`src/rtl/uart_fifo_pkg.sv`:
```
package uart_fifo_pkg;

  localparam int DATA_W      = 8;
  localparam int MAX_DEPTH   = 64;
  localparam int SMALL_DEPTH = 16;
  localparam int LVL_W       = $clog2(MAX_DEPTH + 1);

  typedef enum logic [1:0] {
    MODE_OFF = 2'd0,
    MODE_STD = 2'd1,
    MODE_EXT = 2'd2
  } fifo_mode_e;

  typedef logic [LVL_W-1:0] level_t;

  // Receive trigger lookup for each depth mode.
  function automatic level_t trig_of(fifo_mode_e m, logic [1:0] code);
    level_t t;
    t = level_t'(1);
    if (m == MODE_EXT) begin
      case (code)
        2'd1:    t = level_t'(16);
        2'd2:    t = level_t'(32);
        2'd3:    t = level_t'(56);
        default: t = level_t'(1);
      endcase
    end else if (m == MODE_STD) begin
      case (code)
        2'd1:    t = level_t'(4);
        2'd2:    t = level_t'(8);
        2'd3:    t = level_t'(14);
        default: t = level_t'(1);
      endcase
    end
    return t;
  endfunction

endpackage

```
`src/rtl/fifo_core.sv`:
```
module fifo_core
  import uart_fifo_pkg::*;
#(
  parameter int DW     = DATA_W,
  parameter int MAXD   = MAX_DEPTH,
  parameter int SMALLD = SMALL_DEPTH
) (
  input  logic                        clk,
  input  logic                        rst_n,
  input  logic                        clr,
  input  fifo_mode_e                  mode,
  input  logic                        in_valid,
  output logic                        in_ready,
  input  logic [DW-1:0]               in_data,
  output logic                        out_valid,
  input  logic                        out_ready,
  output logic [DW-1:0]               out_data,
  output logic [$clog2(MAXD+1)-1:0]   level,
  output logic                        overrun
);
  localparam int AW = $clog2(MAXD);
  localparam int CW = $clog2(MAXD + 1);

  logic [DW-1:0] mem [MAXD];
  logic [AW-1:0] wr_ptr, rd_ptr;
  logic [CW-1:0] cnt, cur_depth;
  logic [DW-1:0] last_q;
  logic          full, empty, do_push, do_pop;

  always_comb begin
    case (mode)
      MODE_EXT: cur_depth = CW'(MAXD);
      MODE_STD: cur_depth = CW'(SMALLD);
      default:  cur_depth = CW'(1);
    endcase
  end

  assign full      = (cnt >= cur_depth);
  assign empty     = (cnt == '0);
  assign do_push   = in_valid && !full;
  assign do_pop    = out_ready && !empty;
  assign in_ready  = !full;
  assign out_valid = !empty;
  assign out_data  = empty ? last_q : mem[rd_ptr];
  assign level     = cnt;

  function automatic logic [AW-1:0] bump(logic [AW-1:0] p, logic [CW-1:0] d);
    return (p == AW'(d - 1'b1)) ? '0 : p + 1'b1;
  endfunction

  always_ff @(posedge clk) begin
    if (do_push && !clr) mem[wr_ptr] <= in_data;
  end

  always_ff @(posedge clk or negedge rst_n) begin
    if (!rst_n) begin
      wr_ptr  <= '0;
      rd_ptr  <= '0;
      cnt     <= '0;
      last_q  <= '0;
      overrun <= 1'b0;
    end else if (clr) begin
      wr_ptr  <= '0;
      rd_ptr  <= '0;
      cnt     <= '0;
      overrun <= 1'b0;
    end else begin
      if (do_push) wr_ptr <= bump(wr_ptr, cur_depth);
      if (do_pop) begin
        rd_ptr <= bump(rd_ptr, cur_depth);
        last_q <= mem[rd_ptr];
      end
      if (do_push && !do_pop)      cnt <= cnt + 1'b1;
      else if (do_pop && !do_push) cnt <= cnt - 1'b1;
      if (in_valid && full) overrun <= 1'b1;
    end
  end


  no_overflow_chk: assert property (@(posedge clk) disable iff (!rst_n)
    $past(mode) == mode |-> level <= cur_depth);


  overrun_sticky_chk: assert property (@(posedge clk) disable iff (!rst_n)
    overrun && !clr |=> overrun);


  empty_pop_hold_chk: assert property (@(posedge clk) disable iff (!rst_n)
    !out_valid && out_ready && !in_valid && !clr |=> $stable(level) && $stable(out_data));


  push_count_chk: assert property (@(posedge clk) disable iff (!rst_n)
    in_valid && in_ready && !(out_ready && out_valid) && !clr |=> level == $past(level) + 1'b1);

endmodule

```
`src/rtl/fcr_ctrl.sv`:
```
module fcr_ctrl
  import uart_fifo_pkg::*;
#(
  parameter logic [2:0] ADDR_CTL  = 3'd2,
  parameter logic [2:0] ADDR_LINE = 3'd3,
  parameter int         DLAB_BIT  = 7
) (
  input  logic       clk,
  input  logic       rst_n,
  input  logic       reg_wr,
  input  logic [2:0] reg_addr,
  input  logic [7:0] reg_wdata,
  input  logic       rx_hit,
  output logic [7:0] reg_rdata,
  output fifo_mode_e mode,
  output logic [1:0] trig_code,
  output logic       rx_clr,
  output logic       tx_clr
);
  localparam int EN_BIT   = 0;
  localparam int RXF_BIT  = 1;
  localparam int TXF_BIT  = 2;
  localparam int DEEP_BIT = 5;
  localparam int TRG_LSB  = 6;

  logic [7:0] line_q;
  logic       en_q, deep_q;
  logic       ctl_wr, nxt_en, nxt_deep, mode_chg;

  assign ctl_wr   = reg_wr && (reg_addr == ADDR_CTL) && !line_q[DLAB_BIT];
  assign nxt_en   = reg_wdata[EN_BIT];
  assign nxt_deep = reg_wdata[EN_BIT] && reg_wdata[DEEP_BIT];
  assign mode_chg = ctl_wr && ((nxt_en != en_q) || (nxt_deep != deep_q));
  assign rx_clr   = mode_chg || (ctl_wr && reg_wdata[RXF_BIT]);
  assign tx_clr   = mode_chg || (ctl_wr && reg_wdata[TXF_BIT]);

  always_ff @(posedge clk or negedge rst_n) begin
    if (!rst_n) begin
      line_q    <= '0;
      en_q      <= 1'b0;
      deep_q    <= 1'b0;
      trig_code <= '0;
    end else begin
      if (reg_wr && reg_addr == ADDR_LINE) line_q <= reg_wdata;
      if (ctl_wr) begin
        en_q      <= nxt_en;
        deep_q    <= nxt_deep;
        trig_code <= reg_wdata[TRG_LSB +: 2];
      end
    end
  end

  always_comb begin
    if (!en_q)       mode = MODE_OFF;
    else if (deep_q) mode = MODE_EXT;
    else             mode = MODE_STD;
  end

  always_comb begin
    case (reg_addr)
      ADDR_CTL:  reg_rdata = {en_q, en_q, en_q && deep_q, 1'b0,
                              rx_hit ? 4'b0100 : 4'b0001};
      ADDR_LINE: reg_rdata = line_q;
      default:   reg_rdata = '0;
    endcase
  end


  deep_needs_en_chk: assert property (@(posedge clk) disable iff (!rst_n)
    mode != MODE_EXT || reg_rdata[7:5] == 3'b111 || reg_addr != ADDR_CTL);


  dlab_block_chk: assert property (@(posedge clk) disable iff (!rst_n)
    reg_wr && reg_addr == ADDR_CTL && line_q[DLAB_BIT] |=> $stable(mode) && $stable(trig_code));


  flush_pulse_chk: assert property (@(posedge clk) disable iff (!rst_n)
    rx_clr |-> reg_wr);

endmodule

```
`src/rtl/rx_trigger.sv`:
```
module rx_trigger
  import uart_fifo_pkg::*;
#(
  parameter int LW = LVL_W
) (
  input  fifo_mode_e    mode,
  input  logic [1:0]    code,
  input  logic [LW-1:0] level,
  output logic          hit
);
  level_t thr;
  assign thr = trig_of(mode, code);
  assign hit = (level >= LW'(thr));


  always_comb begin
    if (level == '0) hit_zero_chk: assert (!hit);
  end
endmodule

```
`src/rtl/uart_fifo_ctl.sv`:
```
module uart_fifo_ctl
  import uart_fifo_pkg::*;
#(
  parameter int DW     = DATA_W,
  parameter int MAXD   = MAX_DEPTH,
  parameter int SMALLD = SMALL_DEPTH
) (
  input  logic                      clk,
  input  logic                      rst_n,
  input  logic                      reg_wr,
  input  logic [2:0]                reg_addr,
  input  logic [7:0]                reg_wdata,
  output logic [7:0]                reg_rdata,
  input  logic                      rx_in_valid,
  output logic                      rx_in_ready,
  input  logic [DW-1:0]             rx_in_data,
  output logic                      rx_out_valid,
  input  logic                      rx_out_ready,
  output logic [DW-1:0]             rx_out_data,
  input  logic                      tx_in_valid,
  output logic                      tx_in_ready,
  input  logic [DW-1:0]             tx_in_data,
  output logic                      tx_out_valid,
  input  logic                      tx_out_ready,
  output logic [DW-1:0]             tx_out_data,
  output logic [$clog2(MAXD+1)-1:0] rx_level,
  output logic                      rx_data_avail,
  output logic                      rx_overrun,
  output logic                      tx_overrun
);
  localparam int CW = $clog2(MAXD + 1);

  fifo_mode_e    mode;
  logic [1:0]    trig_code;
  logic          rx_clr, tx_clr;
  logic [CW-1:0] tx_level;

  fcr_ctrl u_ctl (
    .clk, .rst_n, .reg_wr, .reg_addr, .reg_wdata,
    .rx_hit(rx_data_avail), .reg_rdata, .mode, .trig_code, .rx_clr, .tx_clr
  );

  fifo_core #(.DW(DW), .MAXD(MAXD), .SMALLD(SMALLD)) u_rxq (
    .clk, .rst_n, .clr(rx_clr), .mode,
    .in_valid(rx_in_valid), .in_ready(rx_in_ready), .in_data(rx_in_data),
    .out_valid(rx_out_valid), .out_ready(rx_out_ready), .out_data(rx_out_data),
    .level(rx_level), .overrun(rx_overrun)
  );

  fifo_core #(.DW(DW), .MAXD(MAXD), .SMALLD(SMALLD)) u_txq (
    .clk, .rst_n, .clr(tx_clr), .mode,
    .in_valid(tx_in_valid), .in_ready(tx_in_ready), .in_data(tx_in_data),
    .out_valid(tx_out_valid), .out_ready(tx_out_ready), .out_data(tx_out_data),
    .level(tx_level), .overrun(tx_overrun)
  );

  rx_trigger #(.LW(CW)) u_trg (
    .mode, .code(trig_code), .level(rx_level), .hit(rx_data_avail)
  );


  mode_flush_chk: assert property (@(posedge clk) disable iff (!rst_n)
    mode != $past(mode) |-> rx_level == '0 && tx_level == '0);

endmodule

```
`config.mk`:
```
export PLATFORM = sky130hd
export DESIGN_NAME = uart_fifo_ctl
export DESIGN_NICKNAME = d
export VERILOG_FILES = /design/src/rtl/uart_fifo_pkg.sv /design/src/rtl/fifo_core.sv /design/src/rtl/fcr_ctrl.sv /design/src/rtl/rx_trigger.sv /design/src/rtl/uart_fifo_ctl.sv
export SDC_FILE = /design/constraint.sdc
export NUM_CORES = 1
export LEC_CHECK = 0
export ABC_AREA = 0
export BUFFER_PORTS_ARGS = -buffer_cell sky130_fd_sc_hd__buf_2
export CAP_MARGIN = 30
export CORE_ASPECT_RATIO = 2
export CORE_MARGIN = 3
export CORE_UTILIZATION = 45
export CTS_CLUSTER_DIAMETER = 40
export DETAILED_ROUTE_END_ITERATION = 7
export GPL_ROUTABILITY_DRIVEN = 1
export GPL_TIMING_DRIVEN = 0
export PLACE_DENSITY = 0.7
export SLEW_MARGIN = 20
export SYNTH_ARGS = -nofsm -noshare
export SYNTH_HDL_FRONTEND = slang
export SYNTH_SLANG_ARGS = --single-unit
```
`constraint.sdc`:
```
create_clock -name clk -period 9.88 [get_ports clk]
set_clock_uncertainty 0.05 [all_clocks]
set_input_delay 1.482 -clock clk [delete_from_list [all_inputs] [get_ports clk]]
set_output_delay 1.482 -clock clk [all_outputs]
set_load 0.03 [all_outputs]
```
# After elaboration in Yosys (flattened, before gate mapping)
# Memory sizes are Yosys's and may differ from the RTL's.
# Cells that the tools add are included.
dict set report word_totals {
  latch_bits 0
  ramBits 1024
  in_bits 34
  romBits 0
  ff_bits 68
  wordCells 126
  output_inout_bits 38
  mem_count 2
}
dict set report classes {
  multipliers 0
  n_div 0
  magnitude_cmp 3
  add_sub_neg 9
  shift 0
  bitwise 2
  eq_ne 13
  mux 37
  n_reduce_logical 46
}
# name words width read_ports rd_ports_with_merged_regs write_ports line_no
set memory_table {}
lappend memory_table {u_rxq.mem 64 8 1 0 1 fifo_core.sv:24} ;# logic [DW-1:0] mem [MAXD];
lappend memory_table {u_txq.mem 64 8 1 0 1 fifo_core.sv:24}
# cell count
set ops {}
lappend ops {{$mux 6} 12}
lappend ops {{$mux 7} 8}
lappend ops {{$add 6x1->6 const B} 4}
lappend ops {{$eq 6x6->1} 4}
lappend ops {{$ge 7x7->1} 3}
lappend ops {{$logic_and 1x1->1} 20}
lappend ops {{$pmux 6 s3} 1}
lappend ops {{$mux 8} 2}
lappend ops {{$pmux 8 s2} 1}
lappend ops {{$add 7x1->7 const B} 2}
lappend ops {{$logic_not 7->1} 2}
lappend ops {{$pmux 7 s2} 1}
lappend ops {{$sub 7x1->7 const B} 2}
lappend ops {{$pmux 4 s3} 1}
lappend ops {{$reduce_bool 2->1} 6}
lappend ops {{$logic_not 1->1} 11}
lappend ops {{$mux 1} 8}
lappend ops {{$eq 2x2->1 const B} 3}
lappend ops {{$eq 3x2->1 const B} 2}
lappend ops {{$reduce_bool 3->1} 2}
lappend ops {{$sub 6x1->6 const B} 1}
lappend ops {{$eq 2x1->1 const B} 2}
lappend ops {{$mux 2} 2}
lappend ops {{$reduce_and 2->1} 2}
lappend ops {{other kinds (4)} 8}

# Logic depth before layout (Yosys ltp)
# Gate-level depths: netlist (run 1).
dict set report depth {
  ltp_word 12
  ltp_mapped 18
}

# Modules after synthesis
# A second synthesis (run 1) with hierarchy kept.
dict set report unflattened {
  hier_cells 2386
  hier_area_um2 43888.3
}
# mod seq_area_each_um2 area_per_inst_um2 cells_per_inst instances
set modules_own_cells {}
lappend modules_own_cells {{fifo_core (u_rxq)} 16075.4 21536.9 1155 1}
lappend modules_own_cells {{fifo_core (u_txq)} 16075.4 21536.9 1154 1}
lappend modules_own_cells {fcr_ctrl 300.3 633.1 54 1}
lappend modules_own_cells {rx_trigger 0.0 181.4 23 1}

# Worst setup path after synthesis (run 1)
# OpenSTA, ideal clock, no wires.
dict set report synth_timing {
  path_type {register to output}
  from {register u_ctl.en_q}
  to {output port reg_rdata[0]}
  stages_incl_launch_ff 11
  required_time_ns 8.348
  n_path_buf 1
  slack_ns 5.220
  t_arrival_ns 3.128
  cell_sequence {dfrtp_1 -> clkbuf_1 -> inv_1 -> nor2_1 -> nand3_1 -> ha_1 -> a21o_1 -> a21o_1 -> a211oi_1 -> o21ai_0 -> o31ai_1}
}
dict set report synth_between {
  elab_chain_len 7
  elab_cells_between_ends 8
}
# element line_no
set synth_lines {}
lappend synth_lines {{start, declared} fcr_ctrl.sv:27} ;# logic en_q, deep_q;
lappend synth_lines {{start signal, assigned} fcr_ctrl.sv:46} ;# en_q <= nxt_en;
lappend synth_lines {{$mux 2 (*)} fcr_ctrl.sv:54} ;# if (!en_q) mode = MODE_OFF;
lappend synth_lines {{$eq 2x1->1} uart_fifo_pkg.sv:27} ;# end else if (m == MODE_STD) begin
lappend synth_lines {{$mux 7} uart_fifo_pkg.sv:27}
lappend synth_lines {{$mux 7 (*)} uart_fifo_pkg.sv:20} ;# if (m == MODE_EXT) begin
lappend synth_lines {{$ge 7x7->1 (*)} rx_trigger.sv:13} ;# assign hit = (level >= LW'(thr));
lappend synth_lines {{named net rx_data_avail} uart_fifo_ctl.sv:27} ;# output logic rx_data_avail,
lappend synth_lines {{$mux 3 (*)} fcr_ctrl.sv:62} ;# rx_hit ? 4'b0100 : 4'b0001};
lappend synth_lines {{$pmux 8 s2 (*)} fcr_ctrl.sv:60} ;# case (reg_addr)
lappend synth_lines {{end, declared} uart_fifo_ctl.sv:13} ;# output logic [7:0] reg_rdata,
# The timed path passes the listed nets; every way through them passes the cells marked *.

# Final worst setup path (run 1)
dict set report layout_timing {
  from {register u_ctl.en_q}
  to {output port reg_rdata[0]}
}
dict set report layout_between {
  elab_chain_len 7
  elab_cells_between_ends 8
}
# element line_no
set layout_lines {}
lappend layout_lines {{$mux 2 (*)} fcr_ctrl.sv:54}
lappend layout_lines {{$eq 2x1->1} uart_fifo_pkg.sv:27}
lappend layout_lines {{$mux 7} uart_fifo_pkg.sv:27}
lappend layout_lines {{$mux 7 (*)} uart_fifo_pkg.sv:20}
lappend layout_lines {{$ge 7x7->1 (*)} rx_trigger.sv:13}
lappend layout_lines {{$mux 3 (*)} fcr_ctrl.sv:62}
lappend layout_lines {{$pmux 8 s2 (*)} fcr_ctrl.sv:60}
# Mark *: on every way between the ends. The rest lies on a longest branch, timed or not.

==> results of run 1 <==
worst max path at each step:
stage                       end  slack, ns        from  depth (start not counted)
5_1_grt            reg_rdata[0]       3.84  u_ctl.en_q                         11
4_1_cts            reg_rdata[0]       4.03  u_ctl.en_q                         11
6_report           reg_rdata[0]       3.88  u_ctl.en_q                         11
2_1_floorplan      reg_rdata[0]       5.22  u_ctl.en_q                         10
3_3_place_gp       reg_rdata[0]       4.55  u_ctl.en_q                         10
3_5_place_dp   u_txq.mem[43][2]       4.69  u_ctl.en_q                         11
layout make-up:
class,instances,share of cell area (%)
Antenna cell,2,0.00999
Buffer,139,1.68
Clock buffer,121,5.23
Clock inverter,52,1.07
Inverter,18,0.135
Multi-Input combinational cell,1344,22.6
Sequential cell,1092,64.8
Tap cell,1312,3.28
Timing Repair Buffer,87,1.17
kinds of logic after synthesis:
logic type	after synthesis	share of synthesized area (%)
AOI/OAI and AO/OA	367	5.92
xor gates and xnor gates	15	0.336
adders and majority gates	32	0.930
buffers and inverters	157	2.04
DFF	1092	72.6
muxes	477	12.7
and+or+nand+nor	453	5.47
flip-flops by register name (all words and copies together) (netlist names), 2 cells and up:
name,flops
u_rxq.rd_ptr,6
u_rxq.last_q,8
u_txq.mem,512
u_rxq.mem,512
u_txq.level,7
u_txq.last_q,8
u_ctl.line_q,8
u_rxq.level,7
u_txq.wr_ptr,6
u_rxq.wr_ptr,6
u_ctl.trig_code,2
u_txq.rd_ptr,6
power breakdown:
part / total [W] / internal, W / switching (W)
clock network: 0.00379 / 0.00210 / 0.00169
logic: 0.00369 / 0.00137 / 0.00233
registers: 0.00532 / 0.00519 / 0.000128
metrics by stage:
stage | std cells | setup WS [ns] | utilization, % | total power, W
floorplan | 2593 | 5.22 | - | 0.00780
global placement | 3976 | 4.55 | 47.7 | 0.00900
detailed placement | 3989 | 4.69 | 47.9 | 0.00909
CTS | 4162 | 4.03 | 51.1 | 0.0128
global route | 4165 | 3.84 | 51.2 | 0.0132
finish | 4167 | 3.88 | 51.2 | 0.0128
synth_stat cells (all sizes together) (13+ instances only):
| cell | n | area share, % |
|---|---|---|
| nor3 | 18 | 0.25 |
| o211ai | 13 | 0.23 |
| nand2b | 19 | 0.27 |
| a2111oi | 16 | 0.41 |
| o221ai | 24 | 0.47 |
| buf | 106 | 1.6 |
| nand3 | 66 | 0.75 |
| nand2 | 64 | 0.54 |
| ha | 30 | 0.84 |
| o22ai | 49 | 0.69 |
| mux2 | 67 | 1.7 |
| edfxtp | 1024 | 69 |
| a21oi | 37 | 0.42 |
| clkbuf | 33 | 0.29 |
| a31oi | 27 | 0.38 |
| inv | 18 | 0.15 |
| dfrtp | 68 | 3.8 |
| nor2 | 177 | 1.5 |
| mux4 | 64 | 3.2 |
| o21ai | 24 | 0.27 |
| nand4 | 20 | 0.28 |
| mux2i | 346 | 7.8 |
| a211o | 14 | 0.27 |
| a22oi | 129 | 2.2 |
critical path, cell delays in order, from the launching register on:
cell	delay, ns
dfrtp_1	0.56
clkbuf_1	0.67
inv_1	0.35
nor2_1	0.25
nand3_1	0.11
ha_1	0.27
a21o_1	0.16
a21o_1	0.17
a211oi_1	0.25
o21ai_1	0.38
o31ai_1	0.35
buf_2	0.24
per-layer routing:
metal | vias up | track usage (%)
li1 | 10700 | -
met5 | - | 0
met1 | 12300 | 20.6
met4 | 0 | 20.1
met2 | 1057 | 43.7
met3 | 379 | 3.12
cell usage in the layout, fill, tap and decap left out, drive strengths merged, types with 66 or more instances in the layout:
cell / instances
nor2: 177
dfrtp: 68
a22oi: 129
mux2: 67
clkbuf: 154
edfxtp: 1024
mux2i: 346
buf: 193
nand3: 66
==> flow_summary.ini, run 1 <==
[outcome]
status = completed

[cts]
clock_latency_ns = 0.70
cts_num_sinks = 1092
post_cts_buffers = 0
cts_buffers = 95
htreeDepth = 3
clockBufferDepth = 3
cts_resized = 0
cts_root_buf = clkbuf_16
cts_tree = built
ctsHoldBuffers = 0
path_clk_slew_ns = 0.07

[timing]
worst_pin_slew_ns = 1.05
slew_viol_final = 0
fin_tns_setup_ns = 0
slew_headroom_pct = 29.7
rsz0062_at_grt = no
period_share_pct = 60.8
fin_hold_ws_ns = 0.454
setup_violations = 0
timing.fmax_mhz = 167
period_minus_slack_ns = 6.00
hold_violations = 0

[setup_path]
rr_endpoint = u_txq.mem[35][3]
arrival_ns = 4.47
end_kind = output port
worstSetupPathType = flip-flop to output port
r2r_cells = 11
ff2ff_setup_slack_ns = 4.42
critPathLaunchType = flip-flop
critPathRequiredTime_ns = 8.35
path_max_fanout = 10
r2r-start = u_ctl.en_q

[die]
core_um2 = 97900
ioPinCount = 72
rows = 162
fp.dieH_um = 452
dieArea_um2 = 103000
start_util_pct = 45.6
die_x_um = 229

[placed_design]
io_buffers = 71
dpl.hpwl_mm = 86.7
place.gp.congestion = 0.957
dpl_cell_area_um2 = 46900

[synthesis]
syn_area_um2 = 44700
ys_seq_elements = 1092
synth-edff-count = 1024
synthArstFlopShare_pct = 6.23
synth_ff_type = edfxtp_1
ys_warn_count = 0
yosysSeqAreaShare_pct = 72.6
ys_types = 83
synth_fp_nets = 2659
syn_inst = 2593
synth_area_per_cell_um2 = 17.2

[global_routing]
grt_max_degree = 65
grt_pass1_wl_mm = 171
grt_remaining_overflow = 0
first_global_vias = 25600
antenna_found_initial = 3
gr-usage-all-layers_pct = 22.8

[layout]
final_nets = 2843
areaGrowthSynthToFinish_pct = 12.1
multi_input_area_um2 = 11300
layout-drive-gt1-share_pct = 17.5
final-seq-area_um2 = 32500
fillerInstances = 7838
design_area_um2 = 50100

[detailed_routing]
vias_per_cell = 5.87
via_count = 24500
wl_met1_mm = 35.3
drt_wl_total_mm = 119
dr.pass1.iters = 6
highest_layer = met4
route.met2.wl_mm = 65.8
ant_nets = 0
drc_errors = 0
wl_met3_mm = 6.03
wl_per_cell_um = 28.6
dr.first_iter.drc_count = 2263

[hold_path]
min_from = u_txq.last_q[7]
min_delay_path_depth = 2
min_path_type = flip-flop to flip-flop
hold_end = u_txq.last_q[7]

[run]
max-cap-violations = 0

[power_and_ir_drop]
ir_drop_mv = 0.248
p_leak_nw = 16.7
power_density_nw_per_um2 = 256
(Power assumes the default switching activity.)
==> run 2: changes to the inputs <==
--- a/config.mk
+++ b/config.mk
@@ -5,7 +5,7 @@
 export SDC_FILE = /design/constraint.sdc
 export NUM_CORES = 1
 export LEC_CHECK = 0
-export ABC_AREA = 0
+export ABC_AREA = 1
 export BUFFER_PORTS_ARGS = -buffer_cell sky130_fd_sc_hd__buf_2
 export CAP_MARGIN = 30
 export CORE_ASPECT_RATIO = 2
@@ -15,7 +15,7 @@
 export DETAILED_ROUTE_END_ITERATION = 7
 export GPL_ROUTABILITY_DRIVEN = 1
 export GPL_TIMING_DRIVEN = 0
-export PLACE_DENSITY = 0.7
+export PLACE_DENSITY = 0.72
 export SLEW_MARGIN = 20
 export SYNTH_ARGS = -nofsm -noshare
 export SYNTH_HDL_FRONTEND = slang
==> constraint.sdc (replaced) <==
create_clock -name clk -period 5.3 [get_ports clk]
set_clock_uncertainty 0.05 [all_clocks]
set_input_delay 0.795 -clock clk [delete_from_list [all_inputs] [get_ports clk]]
set_output_delay 0.795 -clock clk [all_outputs]
set_load 0.03 [all_outputs]
==> run 2 against run 1 <==
Net effect:
- setup slack lost 3.9 ns
- hold slack lost 0.39 ns
- final area grew 10%
- clock-buffer cell count shrank 5
- sequential share of layout area shrank 5.9 points
- clock power grew 96%
- total power grew 130%
- critical path type is now flip-flop to flip-flop
- largest power group is now combinational cells
==> flow_summary.ini, run 2 <==
[synthesis]
synthTopCellsByCount = nand2_1, edfxtp_1, inv_1
synth_top_family_by_area = simple AND/OR/NAND/NOR gates
synth_area_per_cell_um2 = 9.51
synth_fp_nets = 5257
syn_inst = 5191
yosysSeqAreaShare_pct = 65.7
ys_types = 44
synth_top_cell_area_share_pct = 62.3
synth-compound-area-share_pct = 1.23
synthArstFlopShare_pct = 6.23
ys_seq_elements = 1092
yosysMostFrequentCell = nand2_1
synthMuxAreaShare_pct = 0.0684
synth_ff_type = edfxtp_1
synthAdderAreaFrac_pct = 0.841
synth-edff-count = 1024
ys_warn_count = 0
synth_top_area_cell = edfxtp_1
synthTopCellsByArea = edfxtp_1, nand2_1, inv_1, nand3_1, dfrtp_1
synth_xor_area_share_pct = 0.373
synth_simple_gate_area_share_pct = 23.6
syn_area_um2 = 49400

[timing]
period_minus_slack_ns = 5.27
timing.fmax_mhz = 190
rsz0062_at_grt = yes
period_share_pct = 99.5
setup_violations = 0
slew_headroom_pct = 30.9
fin_hold_ws_ns = 0.0626
fin_tns_setup_ns = 0
worst_pin_slew_ns = 1.04
hold_violations = 0
setup_ws_ns = 0.0253
slew_viol_final = 0

[global_routing]
grt_remaining_overflow = 0
grt_pass1_wl_mm = 218
antenna_found_initial = 1
gr-usage-all-layers_pct = 26.6
grt_max_degree = 65
first_global_vias = 35700

[power_and_ir_drop]
seqPwrFrac_pct = 34.2
comb_power_share_pct = 40.4
clkPwrFrac_pct = 25.4
p_int_w = 0.0168
p_leak_nw = 24.5
power_density_nw_per_um2 = 532
finalPower_w = 0.0293
ir_drop_mv = 0.730
switchingPower_w = 0.0126
swShare_pct = 42.8

[layout]
final_common_cell = nand2_1
areaGrowthSynthToFinish_pct = 11.6
final_cell_mix = nand2_1, edfxtp_1, inv_1, nand3_1, nor2_1
final_nets = 5446
final_util_pct = 50.7
layout-drive-gt1-share_pct = 7.12
largestRegisters = u_rxq.mem: 512 flops, u_txq.mem: 512 flops

[die]
die_x_um = 240
core_um2 = 109000
rows = 171
ioPinCount = 72
start_util_pct = 45.4
fp.dieH_um = 474
dieArea_um2 = 114000

[setup_path]
critPathSlowestCell = nor2_1
crit_chain = buf_2, clkinv_1, nor2_1, inv_1, ha_1, nand2_1, nand2_1, a21oi_1, nand2_1, nor2_1, nand2_1, inv_2, nand4_1, nor2_1
crit_buf_inv = 4
critPathRequiredTime_ns = 5.58
crit_cells = 14
startpoint = u_ctl.en_q
slowest_delay_ns = 1.04
cpLargestDelayFamily = simple AND/OR/NAND/NOR gates
ff2ff_setup_slack_ns = 0.03
r2r_cells = 14
path_max_fanout = 10
end_kind = flip-flop
critPathLaunchType = flip-flop
r2r-start = u_ctl.en_q
cpMostUsedCell = nand2_1
rr_endpoint = u_txq.mem[4][4]
critPathCapture = u_txq.mem[4][4]
arrival_ns = 5.56
worstSetupPathType = flip-flop to flip-flop

[run]
max-cap-violations = 0

[cts]
clock_latency_ns = 0.72
ctsHoldBuffers = 0
path_clk_slew_ns = 0.07
cts_buffers = 101
cts_num_sinks = 1092
cts_root_buf = clkbuf_16
htreeDepth = 3
cts_tree = built
clockBufferDepth = 3

[detailed_routing]
vias_per_cell = 5.17
dr.pass1.iters = 6
wl_per_cell_um = 22.0
ant_nets = 0
drt_wl_total_mm = 151
dr.first_iter.drc_count = 2861
via_count = 35400
drc_errors = 0

[placed_design]
pre_cts_slack_ns = 0.161
dpl.hpwl_mm = 109
place.gp.congestion = 0.988
io_buffers = 71

[outcome]
status = completed

[hold_path]
min_path_type = primary input to asynchronous set/reset pin
==> run 2: cell count changes after synthesis, moves of 41 or more <==
| cell | delta |
|---|---|
| a22oi_1 | -129 |
| buf_2 | +51 |
| clkbuf_1 | +70 |
| inv_1 | +792 |
| mux2_2 | -62 |
| mux2i_1 | -346 |
| mux4_2 | -62 |
| nand2_1 | +2060 |
| nand3_1 | +337 |
| nor2_1 | +163 |
| o21ai_0 | +41 |
==> run 2: worst min path at each step <==
stage | startpoint | to | slack (ns) | cells past startpoint
after floorplan | u_rxq.last_q[0] | u_rxq.last_q[0] | 0.40 | 2
after detailed placement | u_rxq.last_q[4] | u_rxq.last_q[4] | 0.41 | 2
after CTS | rst_n | u_rxq.level[2] | 0.03 | 1
after global routing | rst_n | u_rxq.level[1] | 0.07 | 1
after global placement | u_txq.last_q[7] | u_txq.last_q[7] | 0.41 | 2
final | rst_n | u_txq.level[5] | 0.06 | 1
==> run 2: stage by stage <==
stage	instances	area [um2]
after CTS	6845	55100
final	6849	55100
after global placement	6646	51500
after floorplan	5191	49400
after detailed placement	6658	51700
after global routing	6849	55100
==> run 2: area by class of cell <==
class | instances | area (um2)
Timing Repair Buffer | 86 | 648
Inverter | 817 | 3070
Clock inverter | 71 | 731
Clock buffer | 116 | 2630
Antenna cell | 1 | 2.50
Fill cell | 9809 | 53600
Multi-Input combinational cell | 3074 | 12900
Sequential cell | 1092 | 32500
Buffer | 208 | 930
Tap cell | 1384 | 1730
==> run 2: worst register-to-register path: cells and delay by family (launching register included) <==
family / cells / cell delay, ns
flip-flops: 1 / 0.34
adder cells (fa/ha/maj): 1 / 0.31
buffers and inverters: 4 / 1.32
AO/OA/AOI/OAI: 1 / 0.11
AND/OR/NAND/NOR: 8 / 2.76
==> run 2: kinds of logic after synthesis <==
logic type      Yosys count
compound gates          107
fa+ha+maj                32
mux                       3
flops                  1092
simple gates           2911
buf+inv                1025
xor+xnor                 21
==> run 2: timing repair <==
action,CTS,global route
setup buffers,0,0
gates resized for setup,0,2
endpoints found under the setup margin,0,45
==> run 2: power by group through the flow <==
stage	Clock, W	Sequential [W]	Combinational, W
after floorplan	0	0.0102	0.00701
after global placement	0	0.0102	0.0115
after detailed placement	0	0.0102	0.0116
after CTS	0.00749	0.0100	0.0117
after global routing	0.00782	0.0101	0.0128
final	0.00744	0.0100	0.0119
==> run 2: layer usage <==
layer  track usage (%)  wire length [um]  vias to the layer above
met5                 0                 0                        -
met4              25.3             16800                        0
met3              3.95              8050                      610
met2              49.8             80700                     1497
met1              23.6             45000                    16600
li1                  -                 -                    16700
